$ cat src/rtl/hdx_tx_pkg.sv
package hdx_tx_pkg;

  typedef enum logic [1:0] {
    ST_IDLE = 2'd0,
    ST_SEND = 2'd1,
    ST_PAD  = 2'd2,
    ST_WAIT = 2'd3
  } tx_state_t;

  localparam int          CTL_W     = 32;
  localparam int          THR_LSB   = 4;
  localparam int          THR_W     = 8;
  localparam int          PAD_BIT   = 3;
  localparam int          EN_BIT    = 1;
  localparam logic [31:0] CTL_RESET = 32'h0000_0008;
  localparam logic [31:0] CTL_WMASK = 32'h0000_0FFA;
  localparam int          BO_CLAMP  = 10;

  // Slot-count mask for collision number n: 2^min(n,10) - 1
  function automatic logic [9:0] bo_mask(input logic [8:0] n);
    int          e;
    logic [10:0] t;
    e = (int'(n) > BO_CLAMP) ? BO_CLAMP : int'(n);
    t = (11'd1 << e) - 11'd1;
    return t[9:0];
  endfunction

endpackage

$ cat src/rtl/hdx_tx_csr.sv
module hdx_tx_csr
  import hdx_tx_pkg::*;
(
  input  logic             clk,
  input  logic             rst_n,
  input  logic             we,
  input  logic [CTL_W-1:0] wdata,
  output logic [CTL_W-1:0] rdata,
  output logic             tx_en,
  output logic             pad_en,
  output logic [THR_W-1:0] col_thr
);

  logic [CTL_W-1:0] ctl_q;

  always_ff @(posedge clk or negedge rst_n) begin
    if (!rst_n)  ctl_q <= CTL_RESET;
    else if (we) ctl_q <= wdata & CTL_WMASK;
  end

  assign rdata   = ctl_q;
  assign tx_en   = ctl_q[EN_BIT];
  assign pad_en  = ctl_q[PAD_BIT];
  assign col_thr = ctl_q[THR_LSB +: THR_W];

  AST_RSVD_READ_ZERO: assert property (@(posedge clk) disable iff (!rst_n)
    (rdata[0] == 1'b0) && (rdata[2] == 1'b0) && (rdata[31:12] == '0));
  AST_WRITE_TAKES: assert property (@(posedge clk) disable iff (!rst_n)
    we |=> (rdata[11:3] == $past(wdata[11:3])) && (rdata[1] == $past(wdata[1])));

endmodule

$ cat src/rtl/hdx_tx_lfsr.sv
module hdx_tx_lfsr #(
  parameter int          W    = 16,
  parameter logic [W-1:0] TAPS = 16'hB400,
  parameter logic [W-1:0] SEED = 16'hACE1
) (
  input  logic         clk,
  input  logic         rst_n,
  output logic [W-1:0] rnd
);

  logic [W-1:0] s_q;

  always_ff @(posedge clk or negedge rst_n) begin
    if (!rst_n)    s_q <= SEED;
    else if (s_q[0]) s_q <= (s_q >> 1) ^ TAPS;
    else           s_q <= s_q >> 1;
  end

  assign rnd = s_q;

  AST_LFSR_ALIVE: assert property (@(posedge clk) disable iff (!rst_n)
    rnd != '0);

endmodule

$ cat src/rtl/hdx_tx_backoff.sv
module hdx_tx_backoff
  import hdx_tx_pkg::*;
#(
  parameter int SLOT_CLKS = 64,
  parameter int RND_W     = 16
) (
  input  logic             clk,
  input  logic             rst_n,
  input  logic             load,
  input  logic [8:0]       col_num,
  input  logic [RND_W-1:0] rnd,
  output logic             expired
);

  localparam int CNT_W = 11 + $clog2(SLOT_CLKS);

  logic [CNT_W-1:0] cnt_q;
  logic [9:0]       slots;

  assign slots = rnd[9:0] & bo_mask(col_num);

  always_ff @(posedge clk or negedge rst_n) begin
    if (!rst_n)             cnt_q <= '0;
    else if (load)          cnt_q <= CNT_W'(slots) * CNT_W'(SLOT_CLKS);
    else if (cnt_q != '0)   cnt_q <= cnt_q - 1'b1;
  end

  assign expired = (cnt_q == '0);

  AST_BO_WITHIN_RANGE: assert property (@(posedge clk) disable iff (!rst_n)
    load |=> (cnt_q <= CNT_W'($past(bo_mask(col_num))) * CNT_W'(SLOT_CLKS)));
  AST_BO_COUNTS_DOWN: assert property (@(posedge clk) disable iff (!rst_n)
    (!load && cnt_q != '0) |=> (cnt_q == $past(cnt_q) - 1'b1));

endmodule

$ cat src/rtl/hdx_tx_engine.sv
module hdx_tx_engine
  import hdx_tx_pkg::*;
#(
  parameter int SLOT_CLKS = 64,
  parameter int MIN_LEN   = 64,
  parameter int LEN_W     = 16
) (
  input  logic        clk,
  input  logic        rst_n,
  input  logic        cfg_we,
  input  logic [31:0] cfg_wdata,
  output logic [31:0] cfg_rdata,
  input  logic        full_duplex,
  input  logic        fifo_avail,
  input  logic [7:0]  fifo_data,
  input  logic        fifo_last,
  output logic        fifo_pop,
  output logic        fifo_rewind,
  output logic        fifo_commit,
  output logic        line_valid,
  output logic [7:0]  line_data,
  output logic        line_last,
  input  logic        collision,
  output logic        frame_done,
  output logic        frame_ok,
  output logic        excess_col
);

  localparam int RND_W = 16;
  localparam logic [LEN_W-1:0] LAST_IDX = LEN_W'(MIN_LEN - 1);

  logic             tx_en, pad_en;
  logic [THR_W-1:0] col_thr;
  logic [RND_W-1:0] rnd;
  logic             bo_expired;

  tx_state_t        state_q, state_d;
  logic [LEN_W-1:0] byte_q, byte_d;
  logic [8:0]       ncol_q, ncol_d;

  // Named internal events
  logic in_frame, hd_col, ev_start, need_pad, ev_ok, ev_abort, ev_retry;

  hdx_tx_csr u_csr (
    .clk(clk), .rst_n(rst_n), .we(cfg_we), .wdata(cfg_wdata), .rdata(cfg_rdata),
    .tx_en(tx_en), .pad_en(pad_en), .col_thr(col_thr)
  );

  hdx_tx_lfsr #(.W(RND_W)) u_lfsr (.clk(clk), .rst_n(rst_n), .rnd(rnd));

  hdx_tx_backoff #(.SLOT_CLKS(SLOT_CLKS), .RND_W(RND_W)) u_bo (
    .clk(clk), .rst_n(rst_n), .load(ev_retry), .col_num(ncol_q + 9'd1),
    .rnd(rnd), .expired(bo_expired)
  );

  assign in_frame = (state_q == ST_SEND) || (state_q == ST_PAD);
  assign hd_col   = in_frame && collision && !full_duplex;
  assign ev_start = (state_q == ST_IDLE) && tx_en && fifo_avail;
  assign need_pad = pad_en && (byte_q < LAST_IDX);
  assign ev_abort = hd_col && (ncol_q >= {1'b0, col_thr});
  assign ev_retry = hd_col && !ev_abort;

  // Line side
  assign line_valid = in_frame;
  assign line_data  = (state_q == ST_SEND) ? fifo_data : 8'h00;
  assign line_last  = ((state_q == ST_SEND) && fifo_last && !need_pad) ||
                      ((state_q == ST_PAD) && (byte_q == LAST_IDX));
  assign ev_ok      = line_last && !hd_col;

  // FIFO side
  assign fifo_pop    = (state_q == ST_SEND) && !hd_col;
  assign fifo_rewind = ev_retry;
  assign fifo_commit = ev_ok || ev_abort;

  always_comb begin
    state_d = state_q;
    byte_d  = byte_q;
    ncol_d  = ncol_q;
    unique case (state_q)
      ST_IDLE: if (ev_start) begin
        state_d = ST_SEND;
        byte_d  = '0;
        ncol_d  = '0;
      end
      ST_SEND, ST_PAD: begin
        if (ev_abort) begin
          state_d = ST_IDLE;
        end else if (ev_retry) begin
          state_d = ST_WAIT;
          byte_d  = '0;
          ncol_d  = ncol_q + 9'd1;
        end else if (ev_ok) begin
          state_d = ST_IDLE;
        end else begin
          byte_d = byte_q + 1'b1;
          if (state_q == ST_SEND && fifo_last) state_d = ST_PAD;
        end
      end
      ST_WAIT: if (bo_expired) state_d = ST_SEND;
      default: state_d = ST_IDLE;
    endcase
  end

  always_ff @(posedge clk or negedge rst_n) begin
    if (!rst_n) begin
      state_q    <= ST_IDLE;
      byte_q     <= '0;
      ncol_q     <= '0;
      frame_done <= 1'b0;
      frame_ok   <= 1'b0;
      excess_col <= 1'b0;
    end else begin
      state_q    <= state_d;
      byte_q     <= byte_d;
      ncol_q     <= ncol_d;
      frame_done <= ev_ok || ev_abort;
      frame_ok   <= ev_ok;
      excess_col <= ev_abort;
    end
  end

  AST_START_NEEDS_EN: assert property (@(posedge clk) disable iff (!rst_n)
    (state_q == ST_IDLE) |=> (!line_valid || $past(tx_en)));
  AST_DONE_AFTER_LAST: assert property (@(posedge clk) disable iff (!rst_n)
    (line_last && !collision) |=> (frame_done && frame_ok));
  AST_PAD_MIN_LEN: assert property (@(posedge clk) disable iff (!rst_n)
    (line_last && pad_en) |-> (byte_q >= LAST_IDX));
  AST_RETRY_QUIET: assert property (@(posedge clk) disable iff (!rst_n)
    fifo_rewind |=> !line_valid);
  AST_EXCESS_FAILS: assert property (@(posedge clk) disable iff (!rst_n)
    excess_col |-> (frame_done && !frame_ok));
  AST_ONE_FIFO_CMD: assert property (@(posedge clk) disable iff (!rst_n)
    $onehot0({fifo_rewind, fifo_commit}));
  AST_FD_NO_RETRY: assert property (@(posedge clk) disable iff (!rst_n)
    full_duplex |-> (!fifo_rewind && !ev_abort));

endmodule

$ cat config.mk
export PLATFORM = sky130hd
export DESIGN_NAME = hdx_tx_engine
export DESIGN_NICKNAME = d
export VERILOG_FILES = /design/src/rtl/hdx_tx_pkg.sv /design/src/rtl/hdx_tx_csr.sv /design/src/rtl/hdx_tx_lfsr.sv /design/src/rtl/hdx_tx_backoff.sv /design/src/rtl/hdx_tx_engine.sv
export SDC_FILE = /design/constraint.sdc
export NUM_CORES = 1
export LEC_CHECK = 0
export ABC_AREA = 1
export BUFFER_PORTS_ARGS = -buffer_cell sky130_fd_sc_hd__buf_2
export CELL_PAD_IN_SITES_DETAIL_PLACEMENT = 2
export CELL_PAD_IN_SITES_GLOBAL_PLACEMENT = 2
export CORE_MARGIN = 2
export CORE_UTILIZATION = 35
export CTS_CLUSTER_DIAMETER = 30
export DETAILED_ROUTE_END_ITERATION = 12
export GPL_ROUTABILITY_DRIVEN = 0
export PLACE_DENSITY = 0.84
export RECOVER_POWER = 50
export SYNTH_ARGS = -nofsm -noshare
export SYNTH_HDL_FRONTEND = slang
export SYNTH_HIERARCHICAL = 1
export SYNTH_SLANG_ARGS = --single-unit
$ cat constraint.sdc
create_clock -name clk -period 4.6 [get_ports clk]
set_input_delay 0.23 -clock clk [delete_from_list [all_inputs] [get_ports clk]]
set_output_delay 0.23 -clock clk [all_outputs]
set_load 0.005 [all_outputs]
==> results of run 1 <==
flip-flops by register name, summed over array words and instances, names as in the netlist:
| signal | cells |
|---|---|
| u_lfsr/rnd | 16 |
| byte_q | 16 |
| u_bo/cnt_q | 17 |
| state_q | 2 |
| u_csr/rdata | 10 |
| frame_done | 1 |
| ncol_q | 9 |
| frame_ok | 1 |
| excess_col | 1 |
cell type report:
type	count	area, um2
clock buffer	11	243
clock inverter	5	38.8
fill	1598	8020
inverter	79	298
multi-input combinational	440	2420
sequential	73	1840
tap	176	220
timing repair buffer	54	274
path summary, 6_finish.rpt:
| check | start | endpoint | slack (ns) | depth (start not counted) |
|---|---|---|---|---|
| min in group asynchronous | rst_n | byte_q[14]$_DFFE_PN0P_ | 0.97 | 2 |
| setup reg to reg | state_q[0]$_DFFE_PN0P_ | u_bo/cnt_q[1]$_DFFE_PN0P_ | 1.54 | 11 |
| setup / recovery | state_q[0]$_DFFE_PN0P_ | u_bo/cnt_q[1]$_DFFE_PN0P_ | 1.54 | 11 |
| hold reg to reg | u_lfsr/rnd[12]$_DFF_PN0_ | u_lfsr/rnd[11]$_DFF_PN1_ | 0.36 | 0 |
| hold / removal | cfg_wdata[1] | u_csr/rdata[1]$_DFFE_PN0P_ | 0.08 | 3 |
| max in group asynchronous | rst_n | u_bo/cnt_q[16]$_DFFE_PN0P_ | 1.69 | 3 |
cell usage in the layout, fill, tap and decap left out, drive strengths merged, types with 16 or more instances in the layout:
cell type  Yosys  final
inv           78     80
ha            16     16
buf           41     47
o21ai         37     37
nor2          58     58
nand3         34     34
conb           1     22
clkbuf         4     17
nand4         25     25
dfrtp         64     64
nand2        184    184
through the flow:
stage | instance area, um2 | util, %
floorplan | 4910 | -
global placement | 5050 | 37.9
detailed placement | 5050 | 37.9
CTS | 5350 | 40.0
global route | 5330 | 39.9
finish | 5330 | 39.9
power groups by stage:
stage | clock network [W] | logic, W | registers (W)
after global placement | 0 | 0.00127 | 0.000851
final | 0.000684 | 0.00135 | 0.000853
after detailed placement | 0 | 0.00135 | 0.000860
after global routing | 0.000730 | 0.00154 | 0.000867
after floorplan | 0 | 0.00111 | 0.000828
after CTS | 0.000711 | 0.00138 | 0.000854
metal layers:
layer / wire, um / GRT usage (%) / part of all wire (%)
met5: 0 / 0 / 0
met4: 283 / 7.97 / 2.0
met3: 319 / 3.24 / 2.3
met2: 7490 / 38.5 / 53
met1: 6060 / 24.7 / 43
critical path: stages, from the launching register on:
cell	delay (ns)
dfrtp_1	0.40
inv_1	0.09
ha_1	0.31
nand2_1	0.05
nor2_1	0.25
nand4_2	0.52
inv_1	0.19
buf_4	0.27
inv_1	0.29
nand4_4	0.26
inv_2	0.11
o31ai_1	0.21
kinds of logic after synthesis:
family          after synthesis  synth area share (%)
simple gates                327                  32.7
buf+inv                     124                  13.3
flops                        73                  38.1
compound gates               57                  8.45
xor+xnor                     18                  3.27
fa+ha+maj                    16                  4.15
other cells                   1                0.0777
repair_timing:
item | CTS | global route
hold buffers | 1 | 0
endpoints found under the hold margin | 3 | 0
resized for setup | 0 | 0
==> flow_summary_export.csv, run 1 <==
group,metric,value,unit
logic_synthesis,yosysMostFrequentCell,"nand2_1",
logic_synthesis,yosys.area.top_type,"dfrtp_1",
power,vdd_drop_max,0.216,mV
power,leakage,2.73,nW
global_route,gr-usage-all-layers,21.1,%
logic_synthesis,syn_area_per_cell,7.84,um2
detailed_routing,drtIter0Drc,132,
logic_synthesis,ys_ff_latch,73,
timing,slew_viol_final,34,
detailed_routing,post_drt_wl_per_cell,16.9,um
placement,dp_slack,1.51,ns
power,swShare,47.0,%
timing,tightest_slew,1.98,ns
clock_tree,path_clk_slew,0.06,ns
power,p_switching,0.00136,W
logic_synthesis,ys_async_sr_fraction,100,%
layout,drive_gt1_share,20.7,%
power,pwr-share-seq,29.5,%
logic_synthesis,synth_top_area_share,33.2,%
placement,dp_cells,821,
power,p_comb_share,46.8,%
floorplan,start_util,36.2,%
layout,antenna_cells,0,
floorplan,core-area,13300,um2
floorplan,die_h,121,um
timing,holdWs,0.0795,ns
flow_run,drv_cap,1,
worst_setup_path,cp-start-kind,"register",
clock_tree,postCtsSetupBuffers,0,
detailed_routing,vias,4108,
timing,finalCritPeriodShare,66.5,%
clock_tree,cts_tree,"done",
global_route,antenna_found_initial,0,
timing,rsz0062_at_grt,"false",
worst_setup_path,worstPathRequired,4.85,ns
logic_synthesis,yosysWarnings,6,
global_route,grt_overflow,0,
logic_synthesis,synth-main-ff-cell,"dfrtp_1",
logic_synthesis,ys_seq_area_share,38.1,%
power,clockPowerShare,23.7,%
floorplan,num_rows,42,
clock_tree,numCtsBuffers,9,
power,finalPower,0.00289,W
worst_setup_path,worstPathMaxFanout,19,
logic_synthesis,synth_area,4830,um2
clock_tree,clock_latency,0.35,ns
layout,fin_nets,720,
global_route,grt_start_max_net_pins,42,
timing,tns,0,ns
floorplan,io_pins,95,
floorplan,die_w,121,um
hold_path,min_path_type,"in2reg",
detailed_routing,wl,14200,um
detailed_routing,ant_nets,0,
logic_synthesis,netlist_top_cells_area,"dfrtp_1 (33%), nand2_1 (14%), inv_1 (5.6%)",
timing,setup_ws,1.54,ns
outcome,violations,"max-capacitance violations, max-slew violations",
detailed_routing,firstDrtPassIters,4,
outcome,status,"finished, violations left",
timing,finClkSkew,0.00655,ns
placement,io_buffers,50,
floorplan,dieArea,14700,um2
worst_setup_path,cp.arrival,3.32,ns
clock_tree,cts_buffer_depth,2,
layout,fin_cells,838,
logic_synthesis,synth_common_cells,"nand2_1 (174), inv_1 (72), dfrtp_1 (64)",
detailed_routing,drc,0,
power,internal_power,0.00153,W
power,power.density,542,nW/um2
worst_setup_path,worst-setup-path-type,"reg2reg",
clock_tree,htree_levels,3,
clock_tree,cts.sinks,73,
logic_synthesis,synth_edf_count,0,
timing,final_hold_viol_count,0,
logic_synthesis,syn_inst,616,
worst_setup_path,end_kind,"register",
detailed_routing,via_per_inst,4.90,
logic_synthesis,synth_cell_type_count,43,
layout,area_growth,10.4,%
placement,post-dp-hpwl,10100,um
timing,clock.fmax,327,MHz
global_route,grt_pass1_wl,24200,um
timing,min_period,3.06,ns
timing,setup_viol,0,
clock_tree,root_buffer,"clkbuf_16",
global_route,grt_pass1_vias,4775,
timing,timing.slew.headroom,-32.1,%
(Power assumes the default switching activity.)
==> run 2: changes to the inputs <==
--- a/config.mk
+++ b/config.mk
@@ -5,16 +5,16 @@
 export SDC_FILE = /design/constraint.sdc
 export NUM_CORES = 1
 export LEC_CHECK = 0
-export ABC_AREA = 1
+export ABC_AREA = 0
 export BUFFER_PORTS_ARGS = -buffer_cell sky130_fd_sc_hd__buf_2
 export CELL_PAD_IN_SITES_DETAIL_PLACEMENT = 2
 export CELL_PAD_IN_SITES_GLOBAL_PLACEMENT = 2
 export CORE_MARGIN = 2
-export CORE_UTILIZATION = 35
+export CORE_UTILIZATION = 30
 export CTS_CLUSTER_DIAMETER = 30
 export DETAILED_ROUTE_END_ITERATION = 12
 export GPL_ROUTABILITY_DRIVEN = 0
-export PLACE_DENSITY = 0.84
+export PLACE_DENSITY = 0.73
 export RECOVER_POWER = 50
 export SYNTH_ARGS = -nofsm -noshare
 export SYNTH_HDL_FRONTEND = slang
==> constraint.sdc (replaced) <==
create_clock -name clk -period 2.58 [get_ports clk]
set_input_delay 0.129 -clock clk [delete_from_list [all_inputs] [get_ports clk]]
set_output_delay 0.129 -clock clk [all_outputs]
set_load 0.005 [all_outputs]
==> run 2 against run 1 <==
Maximum frequency rose by 11%. Sequential cell count unchanged. Final area increased by 9.0%. Count of clock-buffer cells in the layout is 1 higher. First-iteration DRC count grew 8.3%. Cell count down 11%. Sequential power increased by 82%. Via count fell by 5.2%. Largest cell class unchanged. Critical path depth unchanged. Largest power group unchanged. The flow finishes with violations (negative setup slack). Clock power up 84%.
==> flow_summary_export.csv, run 2 <==
group,metric,value,unit
placement,io_buffers,50,
layout,largest_reg_flops,17,
logic_synthesis,synth_cell_type_count,58,
worst_setup_path,cp.arrival,3.02,ns
logic_synthesis,yosysWarnings,6,
worst_setup_path,cp-start-kind,"register",
worst_setup_path,worstPathRequired,2.84,ns
global_route,grt_overflow,0,
logic_synthesis,synth-main-ff-cell,"dfrtp_1",
clock_tree,cts.sinks,73,
clock_tree,root_buffer,"clkbuf_16",
worst_setup_path,reg2reg_to,"u_bo/cnt_q[12]$_DFFE_PN0P_",
layout,fin_nets,621,
floorplan,dieArea,15500,um2
worst_setup_path,worst-setup-path-type,"reg2reg",
timing,setup_ws,-0.180,ns
timing,setup_viol,16,
worst_setup_path,end_kind,"register",
layout,drive_gt1_share,34.3,%
timing,clock.fmax,362,MHz
timing,final_hold_viol_count,0,
global_route,gr-usage-all-layers,18.7,%
logic_synthesis,syn_area_per_cell,9.64,um2
flow_run,drv_cap,0,
clock_tree,path_clk_slew,0.07,ns
detailed_routing,firstDrtPassIters,4,
global_route,grt_pass1_wl,23100,um
logic_synthesis,syn_inst,452,
worst_setup_path,r2r_slack,-0.18,ns
hold_path,hold_start,"cfg_wdata[6]",
worst_setup_path,cp_slowest_stage_delay,0.38,ns
floorplan,num_rows,44,
hold_path,min_path_type,"in2reg",
floorplan,die_h,124,um
detailed_routing,ant_nets,0,
logic_synthesis,synth_area,4360,um2
power,vdd_drop_max,0.569,mV
clock_tree,clock_latency,0.35,ns
logic_synthesis,yosysMostFrequentCell,"dfrtp_1",
floorplan,core-area,14400,um2
detailed_routing,wl,15700,um
global_route,grt_pass1_vias,4203,
layout,antenna_cells,0,
global_route,antenna_found_initial,0,
layout,final_cell_mix,"dfrtp_1 (64), buf_4 (57), nand2_1 (44)",
detailed_routing,drc,0,
layout,fin_cells,747,
power,power.density,1110,nW/um2
detailed_routing,vias,3893,
logic_synthesis,ys_seq_area_share,42.2,%
logic_synthesis,ys_async_sr_fraction,100,%
clock_tree,numCtsBuffers,9,
layout,area_growth,33.4,%
timing,min_period,2.76,ns
placement,post-dp-hpwl,9700,um
timing,slew_viol_final,0,
floorplan,start_util,30.3,%
logic_synthesis,ys_ff_latch,73,
worst_setup_path,r2r.worst_path.cells,11,
logic_synthesis,netlist_top_cells_area,"dfrtp_1 (37%), buf_4 (5.5%), dfstp_2 (5.4%)",
worst_setup_path,path_cells,"and3_4, nand3_4, nor2_4, xor2_4, nor4_4, nand2_2, or3_4, ha_4, or2_4, o311a_1, o22ai_1",
layout,final_common_cell,"dfrtp_1",
worst_setup_path,r2r_start,"ncol_q[2]$_DFFE_PN0P_",
worst_setup_path,worstPathMaxFanout,5,
worst_setup_path,cp_num_buf_inv,0,
outcome,violations,"negative setup slack",
logic_synthesis,yosys.area.top_type,"dfrtp_1",
logic_synthesis,synth_top_area_share,36.8,%
clock_tree,htree_levels,3,
timing,tightest_slew,1.47,ns
floorplan,die_w,124,um
clock_tree,cts_buffer_depth,2,
detailed_routing,post_drt_wl_per_cell,21.0,um
layout,utilization,40.4,%
clock_tree,cts_tree,"done",
detailed_routing,drtIter0Drc,143,
placement,dp_cells,715,
timing,rsz0062_at_grt,"true",
worst_setup_path,critPathTopFamily,"simple AND/OR/NAND/NOR gates",
global_route,grt_start_max_net_pins,52,
logic_synthesis,synth_common_cells,"dfrtp_1 (64), nand2_1 (45), buf_4 (32)",
timing,finClkSkew,0.0121,ns
worst_setup_path,slowest_stage,"dfrtp_1",
layout,nFillCells,1560,
logic_synthesis,synth_edf_count,0,
detailed_routing,via_per_inst,5.21,
hold_path,worstHoldEndpoint,"u_csr/rdata[6]$_DFFE_PN0P_",
hold_path,hold_depth,2,
floorplan,io_pins,95,
timing,finalCritPeriodShare,107,%
layout,top_register,"u_bo/cnt_q",
timing,timing.slew.headroom,2.14,%
outcome,status,"finished, violations left",
power,leakage,2.71,nW
==> run 2: cell count changes in the layout (fill, tap and decap cells not counted), moves of 9 or more <==
| cell | previous run | this run |
|---|---|---|
| nand2_1 | 174 | 44 |
| and2_1 | 0 | 14 |
| buf_4 | 2 | 57 |
| o21ai_2 | 24 | 2 |
| inv_1 | 74 | 19 |
| nand3_1 | 33 | 24 |
| nand4_1 | 22 | 9 |
| o21ai_0 | 7 | 20 |
| nor2_1 | 46 | 19 |
==> run 2: routing by layer <==
layer | wire length (um) | track usage (%)
met1 | 6130 | 21.7
met2 | 8670 | 34.6
met3 | 436 | 4.25
met4 | 425 | 5.02
met5 | 0 | 0
==> run 2: final cells by class <==
cell class	instances	area, um2	area share, %
multi-input combinational	334	2510	43.3
sequential	73	1840	31.6
tap	184	230	3.96
timing repair buffer	120	866	14.9
inverter	20	80.1	1.38
clock inverter	4	45.0	0.775
clock buffer	12	236	4.07
==> run 2: what timing repair did <==
item / in CTS / in global routing
setup buffers: 5 / 8
resized for setup: 20 / 39
hold buffers: 1 / 0
endpoints found under the hold margin: 21 / 0
endpoints found under the setup margin: 21 / 25
cloned: 1 / 2
pin swaps: 10 / 25
==> run 2: report_power, final <==
| part | internal [W] | total [W] | switching [W] |
|---|---|---|---|
| registers | 0.00133 | 0.00155 | 0.000219 |
| logic | 0.00163 | 0.00364 | 0.00201 |
| clock network | 0.000746 | 0.00126 | 0.000509 |
==> run 2: logic make-up after synthesis <==
group	count (synthesis)	share of synthesized area [%]
DFF	73	42.2
adders and majority gates	16	4.60
muxes	15	4.68
buffers and inverters	66	8.91
xor gates and xnor gates	15	3.02
AOI/OAI and AO/OA	80	12.3
other	1	0.0861
and+or+nand+nor	186	24.2
==> run 2: worst max path at each step <==
stage                                    start                    endpoint  slack, ns  cells after the start
floorplan                ncol_q[1]$_DFFE_PN0P_  u_bo/cnt_q[12]$_DFFE_PN0P_      -0.14                     11
global placement    u_csr/rdata[8]$_DFFE_PN0P_   u_bo/cnt_q[9]$_DFFE_PN0P_      -0.06                     10
detailed placement       ncol_q[3]$_DFFE_PN0P_  u_bo/cnt_q[10]$_DFFE_PN0P_      -0.19                     13
CTS                      ncol_q[4]$_DFFE_PN0P_  u_bo/cnt_q[12]$_DFFE_PN0P_      -0.05                     11
global route             ncol_q[2]$_DFFE_PN0P_  u_bo/cnt_q[12]$_DFFE_PN0P_      -0.26                     11
finish                   ncol_q[2]$_DFFE_PN0P_  u_bo/cnt_q[12]$_DFFE_PN0P_      -0.18                     11
==> run 2: worst register-to-register path, cell delays in order (launching register included) <==
cell and delay (ns):
dfrtp_1 0.38, and3_4 0.22, nand3_4 0.10, nor2_4 0.19, xor2_4 0.11, nor4_4 0.30, nand2_2 0.10, or3_4 0.37
ha_4 0.22, or2_4 0.24, o311a_1 0.33, o22ai_1 0.11
==> run 2: per-stage QoR <==
step,setup TNS [ns],cell area [um2],setup slack (ns),hold slack [ns],total power [W]
finish,-0.894,5810,-0.180,0.00274,0.00645
global route,-2.75,5810,-0.260,0.00523,0.00681
detailed placement,-1.90,5080,-0.189,0.179,0.00440
global placement,-0.532,5080,-0.0611,0.167,0.00421
floorplan,-0.345,4470,-0.141,-0.167,0.00326
CTS,-0.249,5550,-0.0532,0.00640,0.00601
==> run 3: changes to the inputs <==
--- a/config.mk
+++ b/config.mk
@@ -9,6 +9,7 @@
 export BUFFER_PORTS_ARGS = -buffer_cell sky130_fd_sc_hd__buf_2
 export CELL_PAD_IN_SITES_DETAIL_PLACEMENT = 2
 export CELL_PAD_IN_SITES_GLOBAL_PLACEMENT = 2
+export CORE_ASPECT_RATIO = 0.8
 export CORE_MARGIN = 2
 export CORE_UTILIZATION = 30
 export CTS_CLUSTER_DIAMETER = 30
==> run 3 against run 2 <==
The run ends with negative hold slack, max-capacitance violations, max-slew violations, negative setup slack left. Sequential power is essentially flat. Sequential share of layout area shrank 0.29 points. Final area grew 0.99%. Clock power grew 8%. Count of clock-buffer cells in the layout shrank 2. Combinational power is essentially flat. Global-route usage shrank 0.72 points. Critical path depth grew 4. Cell count grew 0.67%. Core utilization grew 0.74 points. Critical path type unchanged. Largest power group unchanged.
==> flow_summary_export.csv, run 3 (synthesis gave the netlist of run 2 again) <==
group,metric,value,unit
layout,drive_gt1_share,35.6,%
floorplan,dieArea,15500,um2
worst_setup_path,slowest_stage,"or3_4",
detailed_routing,post_drt_wl_per_cell,19.6,um
worst_setup_path,r2r_start,"ncol_q[3]$_DFFE_PN0P_",
detailed_routing,firstDrtPassIters,4,
timing,clock.fmax,354,MHz
worst_setup_path,path_cells,"and3_4, buf_6, nand3_4, nor2_4, xor2_4, nor4_4, nand2_2, or3_4, ha_4, clkinv_4, buf_12, buf_6, a31oi_2, o211ai_1, nand3_1",
worst_setup_path,end_kind,"register",
placement,post-dp-hpwl,9450,um
floorplan,core-area,14200,um2
timing,finClkSkew,0.0116,ns
power,power.density,1120,nW/um2
hold_path,hold_start,"cfg_wdata[10]",
timing,timing.slew.headroom,-26.0,%
worst_setup_path,worst-setup-path-type,"reg2reg",
global_route,gr-usage-all-layers,18.0,%
timing,finalCritPeriodShare,109,%
layout,largest_reg_flops,17,
clock_tree,cts_buffer_depth,2,
outcome,status,"finished, violations left",
worst_setup_path,worst_path_most_repeated_cell,"buf_6",
worst_setup_path,worstPathMaxFanout,5,
layout,multi_input_area,2490,um2
power,finalPower,0.00655,W
layout,register_area,1840,um2
floorplan,die_w,139,um
global_route,grt_start_max_net_pins,74,
clock_tree,htree_levels,3,
placement,dp_cells,706,
floorplan,die_h,112,um
clock_tree,root_buffer,"clkbuf_16",
power,vdd_drop_max,0.435,mV
floorplan,num_rows,39,
detailed_routing,vias,3852,
detailed_routing,drtIter0Drc,252,
clock_tree,cts_tree,"done",
timing,setup_ws,-0.245,ns
worst_setup_path,r2r_slack,-0.24,ns
clock_tree,clock_latency,0.35,ns
layout,fin_cells,752,
clock_tree,cts.sinks,73,
layout,final_common_cell,"dfrtp_1",
worst_setup_path,cp_num_buf_inv,4,
worst_setup_path,cp-startpoint,"ncol_q[3]$_DFFE_PN0P_",
clock_tree,path_clk_slew,0.06,ns
detailed_routing,drc,0,
power,leakage,2.74,nW
layout,antenna_cells,0,
worst_setup_path,cp_slowest_stage_delay,0.40,ns
clock_tree,numCtsBuffers,9,
hold_path,hold_depth,2,
worst_setup_path,cp.depth,15,
timing,slew_viol_final,74,
worst_setup_path,cp.arrival,3.04,ns
flow_run,drv_cap,1,
worst_setup_path,critPathTopFamily,"simple AND/OR/NAND/NOR gates",
timing,holdWs,-0.000819,ns
outcome,violations,"negative hold slack, max-capacitance violations, max-slew violations, negative setup slack",
layout,nFillCells,1548,
detailed_routing,ant_nets,0,
global_route,grt_pass1_vias,4114,
placement,dpl-instance-area,4990,um2
placement,io_buffers,50,
global_route,grt_pass1_wl,22300,um
timing,min_period,2.82,ns
layout,final_cell_mix,"dfrtp_1 (63), buf_4 (54), buf_2 (45)",
layout,fin_nets,626,
global_route,antenna_found_initial,0,
worst_setup_path,cp-start-kind,"register",
layout,area_growth,34.7,%
layout,top_register,"u_bo/cnt_q",
detailed_routing,wl,14800,um
timing,tightest_slew,1.89,ns
timing,final_hold_viol_count,1,
hold_path,min_path_type,"in2reg",
floorplan,io_pins,95,
worst_setup_path,r2r.worst_path.cells,15,
worst_setup_path,reg2reg_to,"u_bo/cnt_q[8]$_DFFE_PN0P_",
layout,final_cell_area,5870,um2
detailed_routing,via_per_inst,5.12,
global_route,grt_overflow,0,
floorplan,start_util,30.6,%
worst_setup_path,worstSetupEndpoint,"u_bo/cnt_q[8]$_DFFE_PN0P_",
worst_setup_path,worstPathRequired,2.80,ns
timing,rsz0062_at_grt,"true",
timing,setup_viol,4,
## run 3: power by group
group          internal [W]  switching (W)
Combinational       0.00166        0.00198
Clock              0.000844       0.000518
Sequential          0.00134       0.000217
Total               0.00384        0.00272
## run 3: worst min path at each step
stage	endpoint	slack [ns]
floorplan	byte_q[0]$_DFFE_PN0P_	-0.17
global route	u_csr/rdata[10]$_DFFE_PN0P_	-0.007
CTS	u_csr/rdata[4]$_DFFE_PN0P_	0.0009
finish	u_csr/rdata[10]$_DFFE_PN0P_	-0.0008
global placement	u_bo/cnt_q[16]$_DFFE_PN0P_	0.34
detailed placement	u_lfsr/rnd[11]$_DFF_PN1_	0.34
## run 3: metal layers
metal,wire (um),GRT usage (%)
met5,0,0
met4,189,4.38
met3,546,4.82
met2,7070,28.7
met1,6960,24.5
## run 3: cell type report
cell class              instances  share of cell area [%]
repair buffers                125                    15.6
inverters                      20                    1.36
well taps                     184                    3.92
multi-input cells             334                    42.4
clock inverters                 6                    1.43
clock buffers                  10                    3.90
flip-flops and latches         73                    31.3
## run 3: what timing repair did
| action | 4_1_cts | 5_1_grt |
|---|---|---|
| pin swaps | 8 | 23 |
| hold buffers | 3 | 0 |
| setup buffers | 10 | 14 |
| gates resized for setup | 17 | 47 |
| cloned | 0 | 3 |
| setup endpoints to repair | 25 | 27 |
| endpoints found under the hold margin | 43 | 0 |
## run 3: through the flow
step | TNS [ns] | hold slack (ns) | utilization (%) | setup WS, ns
2_1_floorplan | -0.345 | -0.167 | - | -0.141
3_3_place_gp | -0.463 | 0.335 | 35.0 | -0.0613
3_5_place_dp | -2.09 | 0.340 | 35.0 | -0.195
4_1_cts | -0.694 | 0.000859 | 38.5 | -0.175
5_1_grt | -2.02 | -0.00705 | 41.2 | -0.383
6_report | -0.734 | -0.000819 | 41.2 | -0.245
